**src/rtl/lc_pkg.sv**
```systemverilog
`timescale 1ns/1ps
package lc_pkg;
    localparam int unsigned LC_PC_W = 16;

    typedef logic [LC_PC_W-1:0] pc_t;

    typedef enum logic [1:0] {
        LC_IDLE   = 2'd0,
        LC_FILL   = 2'd1,
        LC_ACTIVE = 2'd2
    } lc_state_e;

    // Address range of the loop held in the buffer
    typedef struct packed {
        pc_t head;   // branch target, entry 0
        pc_t tail;   // closing branch address
    } loop_span_t;

    function automatic logic in_span(loop_span_t s, pc_t pc);
        return (pc >= s.head) && (pc <= s.tail);
    endfunction
endpackage

```
**src/rtl/lc_sbb_detect.sv**
```systemverilog
`timescale 1ns/1ps
module lc_sbb_detect
    import lc_pkg::*;
#(
    parameter int unsigned DEPTH = 32,
    parameter int unsigned OFF_W = 8
) (
    input  pc_t              pc_i,
    input  logic             br_taken_i,
    input  logic             cof_i,
    input  logic [OFF_W-1:0] br_off_i,
    output logic             hit_o,
    output pc_t              target_o
);
    localparam int unsigned LIMIT = DEPTH - 1;

    logic [OFF_W-1:0] mag;
    pc_t              off_ext;

    assign mag      = (~br_off_i) + 1'b1;
    assign off_ext  = {{(LC_PC_W-OFF_W){br_off_i[OFF_W-1]}}, br_off_i};
    assign target_o = pc_i + off_ext;
    assign hit_o    = cof_i && br_taken_i && br_off_i[OFF_W-1]
                      && (32'(mag) <= LIMIT);
endmodule

```
**src/rtl/lc_store.sv**
```systemverilog
`timescale 1ns/1ps
module lc_store #(
    parameter int unsigned DEPTH = 32,
    parameter int unsigned IW    = 32,
    localparam int unsigned AW   = $clog2(DEPTH)
) (
    input  logic          clk,
    input  logic          we_i,
    input  logic [AW-1:0] waddr_i,
    input  logic [IW-1:0] wdata_i,
    input  logic [AW-1:0] raddr_i,
    output logic [IW-1:0] rdata_o
);
    logic [IW-1:0] mem [DEPTH];

    always_ff @(posedge clk) begin
        if (we_i) mem[waddr_i] <= wdata_i;
    end

    assign rdata_o = mem[raddr_i];
endmodule

```
**src/rtl/lc_ctrl.sv**
```systemverilog
`timescale 1ns/1ps
module lc_ctrl
    import lc_pkg::*;
#(
    parameter int unsigned DEPTH = 32,
    parameter int unsigned IW    = 32,
    localparam int unsigned AW   = $clog2(DEPTH),
    localparam int unsigned CW   = AW + 1
) (
    input  logic          clk,
    input  logic          rst,
    input  pc_t           pc_i,
    input  logic [IW-1:0] instr_i,
    input  logic          br_taken_i,
    input  logic          cof_i,
    input  logic          sbb_hit_i,
    input  pc_t           sbb_target_i,
    output lc_state_e     state_o,
    output logic          serve_o,
    output logic [AW-1:0] rd_idx_o,
    output logic          wr_en_o,
    output logic [AW-1:0] wr_idx_o,
    output logic [IW-1:0] wr_data_o
);
    lc_state_e  state_q, state_d;
    loop_span_t span_q, span_d;
    logic [CW-1:0] cnt_q, cnt_d;

    logic in_rng, seq_ok, at_tail, taken_cof;
    pc_t  expect_pc;

    assign in_rng    = in_span(span_q, pc_i);
    assign expect_pc = span_q.head + pc_t'(cnt_q);
    assign seq_ok    = (pc_i == expect_pc);
    assign at_tail   = (pc_i == span_q.tail);
    assign taken_cof = cof_i && br_taken_i;

    always_comb begin
        state_d = state_q;
        span_d  = span_q;
        cnt_d   = cnt_q;
        wr_en_o = 1'b0;
        case (state_q)
            LC_IDLE: begin
                if (sbb_hit_i) begin
                    state_d = LC_FILL;
                    span_d  = '{head: sbb_target_i, tail: pc_i};
                    cnt_d   = '0;
                end
            end
            LC_FILL: begin
                if (at_tail && seq_ok && taken_cof) begin
                    wr_en_o = 1'b1;
                    state_d = LC_ACTIVE;
                end else if (sbb_hit_i) begin
                    span_d  = '{head: sbb_target_i, tail: pc_i};
                    cnt_d   = '0;
                end else if (!seq_ok || taken_cof || at_tail) begin
                    state_d = LC_IDLE;
                end else begin
                    wr_en_o = 1'b1;
                    cnt_d   = cnt_q + 1'b1;
                end
            end
            LC_ACTIVE: begin
                if (!in_rng) begin
                    if (sbb_hit_i) begin
                        state_d = LC_FILL;
                        span_d  = '{head: sbb_target_i, tail: pc_i};
                        cnt_d   = '0;
                    end else begin
                        state_d = LC_IDLE;
                    end
                end else if (at_tail && !br_taken_i) begin
                    state_d = LC_IDLE;
                end
            end
            default: state_d = LC_IDLE;
        endcase
    end

    always_ff @(posedge clk) begin
        if (rst) begin
            state_q <= LC_IDLE;
            span_q  <= '0;
            cnt_q   <= '0;
        end else begin
            state_q <= state_d;
            span_q  <= span_d;
            cnt_q   <= cnt_d;
        end
    end

    assign state_o   = state_q;
    assign serve_o   = (state_q == LC_ACTIVE) && in_rng;
    assign rd_idx_o  = AW'(pc_i - span_q.head);
    assign wr_idx_o  = cnt_q[AW-1:0];
    assign wr_data_o = instr_i;

    // active is entered only from fill on a taken closing branch
    assert_enter_active_R4: assert property (@(posedge clk) disable iff (rst)
        (state_q == LC_ACTIVE && $past(state_q) == LC_FILL) |-> $past(taken_cof));

    // taken non-loop change of flow during fill aborts capture
    assert_abort_fill_R6: assert property (@(posedge clk) disable iff (rst)
        (state_q == LC_FILL && taken_cof && !sbb_hit_i) |=> state_q == LC_IDLE);

    // closing branch falling through ends serving
    assert_exit_fallthru_R8: assert property (@(posedge clk) disable iff (rst)
        (state_q == LC_ACTIVE && in_rng && at_tail && !br_taken_i) |=> state_q == LC_IDLE);

    // fetch outside the range leaves active
    assert_exit_range_R9: assert property (@(posedge clk) disable iff (rst)
        (state_q == LC_ACTIVE && !in_rng && !sbb_hit_i) |=> state_q == LC_IDLE);

    // capture never writes past the last entry
    assert_no_overflow_R4: assert property (@(posedge clk) disable iff (rst)
        wr_en_o |-> (32'(cnt_q) < DEPTH));
endmodule

```
**src/rtl/seq_loop_cache.sv**
```systemverilog
`timescale 1ns/1ps
module seq_loop_cache
    import lc_pkg::*;
#(
    parameter int unsigned DEPTH = 32,
    parameter int unsigned IW    = 32,
    parameter int unsigned OFF_W = 8,
    localparam int unsigned AW   = $clog2(DEPTH)
) (
    input  logic                 clk,
    input  logic                 rst,
    input  logic [LC_PC_W-1:0]   pc_i,
    input  logic [IW-1:0]        instr_i,
    input  logic                 br_taken_i,
    input  logic                 cof_i,
    input  logic [OFF_W-1:0]     br_off_i,
    output logic [IW-1:0]        instr_o,
    output logic                 use_buf_o,
    output logic [1:0]           state_o
);
    logic          sbb_hit;
    pc_t           sbb_target;
    lc_state_e     st;
    logic          serve;
    logic [AW-1:0] rd_idx, wr_idx;
    logic          wr_en;
    logic [IW-1:0] wr_data, rd_data;

    lc_sbb_detect #(.DEPTH(DEPTH), .OFF_W(OFF_W)) u_det (
        .pc_i(pc_i), .br_taken_i(br_taken_i), .cof_i(cof_i),
        .br_off_i(br_off_i), .hit_o(sbb_hit), .target_o(sbb_target)
    );

    lc_ctrl #(.DEPTH(DEPTH), .IW(IW)) u_ctrl (
        .clk(clk), .rst(rst), .pc_i(pc_i), .instr_i(instr_i),
        .br_taken_i(br_taken_i), .cof_i(cof_i),
        .sbb_hit_i(sbb_hit), .sbb_target_i(sbb_target),
        .state_o(st), .serve_o(serve), .rd_idx_o(rd_idx),
        .wr_en_o(wr_en), .wr_idx_o(wr_idx), .wr_data_o(wr_data)
    );

    lc_store #(.DEPTH(DEPTH), .IW(IW)) u_store (
        .clk(clk), .we_i(wr_en), .waddr_i(wr_idx), .wdata_i(wr_data),
        .raddr_i(rd_idx), .rdata_o(rd_data)
    );

    assign use_buf_o = serve;
    assign instr_o   = serve ? rd_data : instr_i;
    assign state_o   = st;

    // long backward branch seen in idle does not start a fill
    assert_long_ignored_R3: assert property (@(posedge clk) disable iff (rst)
        (st == LC_IDLE && cof_i && br_taken_i
         && int'($signed(br_off_i)) <= -int'(DEPTH)) |=> state_o == 2'd0);

    // buffer selected only while serving
    assert_sel_active_R11: assert property (@(posedge clk) disable iff (rst)
        use_buf_o |-> state_o == 2'd2);
endmodule

```
**config.mk**
```make
export PLATFORM = sky130hd
export DESIGN_NAME = seq_loop_cache
export DESIGN_NICKNAME = d
export VERILOG_FILES = /design/src/rtl/lc_pkg.sv /design/src/rtl/lc_sbb_detect.sv /design/src/rtl/lc_store.sv /design/src/rtl/lc_ctrl.sv /design/src/rtl/seq_loop_cache.sv
export SDC_FILE = /design/constraint.sdc
export NUM_CORES = 1
export LEC_CHECK = 0
export BUFFER_PORTS_ARGS = -buffer_cell sky130_fd_sc_hd__buf_2
export CAP_MARGIN = 40
export CORE_UTILIZATION = 62
export CTS_CLUSTER_SIZE = 12
export DETAILED_ROUTE_END_ITERATION = 12
export PLACE_DENSITY = 0.8
export SLEW_MARGIN = 30
export SYNTH_ARGS = -nofsm -noshare
export SYNTH_HDL_FRONTEND = slang
export SYNTH_SLANG_ARGS = --single-unit
```
**constraint.sdc**
```tcl
create_clock -name clk -period 7 [get_ports clk]
set_input_delay 0.35 -clock clk [delete_from_list [all_inputs] [get_ports clk]]
set_output_delay 0.35 -clock clk [all_outputs]
set_load 0.05 [all_outputs]
```
==> flow_summary.json <==
{
  "synth_top_cell_by_area": "edfxtp_1",
  "status": "finished clean",
  "clock_sink_count": 1064,
  "tns_ns": 0,
  "reg2regPathDepth": 12,
  "p_seq_share_pct": 53.2,
  "max_freq_ghz": 0.175,
  "worstPathMaxFanout": 22,
  "clk_pin_slew_worst_paths_ns": 0.07,
  "startpoint_type": "register",
  "cts_tree": "yes",
  "p_comb_share_pct": 7.6,
  "row_count": 96,
  "switching_power_mw": 2.91,
  "drv_cap": 0,
  "muxShareOfSynthArea_pct": 18.2,
  "hold_depth": 3,
  "n_fill_cell": 3877,
  "path_cells": "ha_1 > fa_1 > xor3_1 > o21ba_1 > nand4_1 > nand4bb_1 > or4_1 > or4b_1 > nor2_1 > nand2_1 > nor2_4 > buf_4",
  "postSynthCellCount": 2061,
  "grt_max_degree": 69,
  "fin_skew_ns": 0.0350,
  "first_iter_violations": 3173,
  "worstMarginPinSlew_ns": 0.878,
  "die-area_um2": 70700,
  "p_leak_nw": 15.9,
  "gp_congestion": 0.887,
  "dr.pass1.iters": 5,
  "synth_area_leaders": "edfxtp_1 71%, mux4_2 17%, dfxtp_1 1.9%, ha_1 1.7%, mux2i_1 1.5%",
  "drive_above_1_share_pct": 28.6,
  "p_clk_share_pct": 39.2,
  "synth_top_family_by_area": "multiplexers",
  "ys_ff_latch": 1064,
  "hpwl_um": 65900,
  "area_growth_syn_to_layout_pct": 12.9,
  "peakVddDrop_uv": 254,
  "rsz0062_at_grt": "false",
  "switching_share_pct": 22.2,
  "fp.dieH_um": 266,
  "post-cts-setup-buffers": 0,
  "yosysUniqueCellTypes": 73,
  "cts-root-buf": "clkbuf_16",
  "ctsResizeCount": 0,
  "grt_pass1_vias": 22527,
  "overflow": 0,
  "slew_headroom_pct": 41.3,
  "power_density_nw_per_um2": 269,
  "design_area_um2": 48800,
  "nNetsFinal": 2357,
  "synthAdderAreaFrac_pct": 1.79,
  "synth_flop_cell": "edfxtp_1",
  "seq_area_frac_synth_pct": 73.0,
  "syn_avg_cell_area_um2": 21.0,
  "grt_pass1_wl_um": 162000,
  "drt-total-wl_um": 112000,
  "synthArstFlopShare_pct": 0,
  "timing.final.max_slew_violations": 0,
  "finalSetupViolCount": 0,
  "synth-xor-area-share_pct": 0.683,
  "period_needed_ns": 5.70,
  "avgRoutedWirePerCell_um": 34.7,
  "vias": 22689,
  "slowest_delay_ns": 0.88,
  "drc_errors": 0,
  "min_period_over_period_pct": 81.4,
  "internal_power_mw": 10.2,
  "synth_compound_area_share_pct": 2.28,
  "routed_via_density": 7.02,
  "slowest_stage": "nor2_4",
  "place_area_um2": 45600,
  "worstPathArrival_ns": 6.06,
  "chipWidth_um": 266,
  "hold_viol_final": 0,
  "cts_buffer_depth": 3,
  "ios": 95,
  "yosysWarnings": 0,
  "worst_setup_path_end_kind": "register",
  "hold_buffers": 3,
  "grtUsageTotal_pct": 32.6,
  "htree_levels": 3,
  "numCtsBuffers": 106,
  "io_buffers": 94,
  "antenna_found_initial": 3,
  "clkLatencyLatePin_ns": 0.68,
  "synth_edf_count": 1024,
  "hp-class": "input port to register",
  "ant_nets": 0,
  "yosysTopAreaCellShare_pct": 71.2,
  "synth_fp_nets": 2181,
  "core_area_um2": 68800,
  "initial_core_util_pct": 62.8,
  "synthSimpleGateAreaFrac_pct": 2.76,
  "syn-cell-area_um2": 43200,
  "worstPathRequired_ns": 7.36,
  "worst-setup-path-type": "register to register"
}
-- per-layer routing --
layer	GRT usage (%)	vias to the layer above	wire length, µm
li1	-	8963	-
met1	46.1	11868	41400
met2	52.6	1625	55500
met3	5.65	231	11200
met4	10.5	2	3900
met5	0	-	9
-- power groups by stage --
stage | logic [mW] | clock network, mW | registers (mW)
5_1_grt | 1.04 | 5.41 | 6.98
6_report | 0.996 | 5.15 | 6.98
3_3_place_gp | 0.948 | 0 | 7.11
4_1_cts | 0.993 | 5.18 | 6.98
2_1_floorplan | 0.584 | 0 | 7.11
3_5_place_dp | 0.974 | 0 | 7.11
-- kinds of logic after synthesis --
| group | Yosys count |
|---|---|
| compound gates | 142 |
| xor+xnor | 32 |
| fa+ha+maj | 60 |
| buf+inv | 139 |
| flops | 1064 |
| mux | 385 |
| simple gates | 239 |
-- registers in the layout, summed over array words and instances (netlist names) --
register        flops
u_ctrl.span_q      32
u_ctrl.cnt_q        6
u_store.mem      1024
u_ctrl.state_o      2
-- worst max-delay path: cells and delay by family (launching register included) --
kind,cells,cell delay [ns]
AO/OA/AOI/OAI,1,0.23
buffers and inverters,1,0.35
flip-flops,1,0.36
AND/OR/NAND/NOR,7,3.31
adder cells (fa/ha/maj),2,0.70
XOR/XNOR,1,0.41
-- placed cells by master, fill, tap and decap left out, drive strengths merged, types with 10 or more instances in the layout --
cell    netlist  final
a211oi       11     11
a21o         16     16
a21oi        20     20
and3         11     11
buf          28    161
clkbuf       68    141
clkinv        0     24
dfxtp        40     40
edfxtp     1024   1024
ha           57     57
inv          43     46
mux2i        63     63
mux4        320    320
nand2        55     55
nand3        13     13
nor2         84     84
nor2b        10     10
nor3         11     11
o21ai        50     50
xnor2        17     17
xor2         14     14
-- layout make-up --
type	count	area, µm²	share of cell area [%]
Sequential cell	1064	31600	64.7
Inverter	43	161	0.331
Tap cell	931	1160	2.39
Multi-Input combinational cell	858	11400	23.4
Clock inverter	29	208	0.426
Antenna cell	1	2.50	0.00513
Clock buffer	141	2830	5.79
Timing Repair Buffer	164	1450	2.97
-- synthesized netlist by cell type (5+ instances only) --
cell         n
nor4_1       5
nand4_1      9
o21ai_0     46
a21oi_1     20
nand3b_1     5
a21o_1      16
buf_1       20
and3_1      10
nor2b_1     10
nand2b_1     7
inv_1       43
nor3_1      11
mux2i_1     63
mux4_2     320
xnor2_1     17
nand2_1     55
xor2_1      14
clkbuf_1    68
ha_1        57
edfxtp_1  1024
nor2_1      84
buf_4        5
dfxtp_1     40
nand3_1     13
a211oi_1     9
-- final timing paths --
kind,from,to,slack (ns)
worst max register to register,u_ctrl.cnt_q[0],u_store.mem[8][3],1.30
worst min register to register,u_ctrl.span_q[5],u_ctrl.span_q[5],0.50
worst max-delay path,u_ctrl.cnt_q[0],u_store.mem[8][3],1.30
worst min-delay path,br_taken_i,u_ctrl.state_o[1],0.04
-- per-stage QoR --
| stage | std cells | utilization [%] | hold slack (ns) | setup WS [ns] | total power, mW |
|---|---|---|---|---|---|
| floorplan | 2061 | - | 0.449 | 1.99 | 7.70 |
| global placement | 3035 | 65.7 | 0.475 | 1.52 | 8.06 |
| detailed placement | 3052 | 66.2 | 0.487 | 1.37 | 8.09 |
| CTS | 3225 | 70.7 | 0.0168 | 1.28 | 13.2 |
| global route | 3230 | 70.9 | 0.0617 | 1.14 | 13.4 |
| finish | 3231 | 70.9 | 0.0406 | 1.30 | 13.1 |
Note: power is estimated with default switching activity, not from simulation.
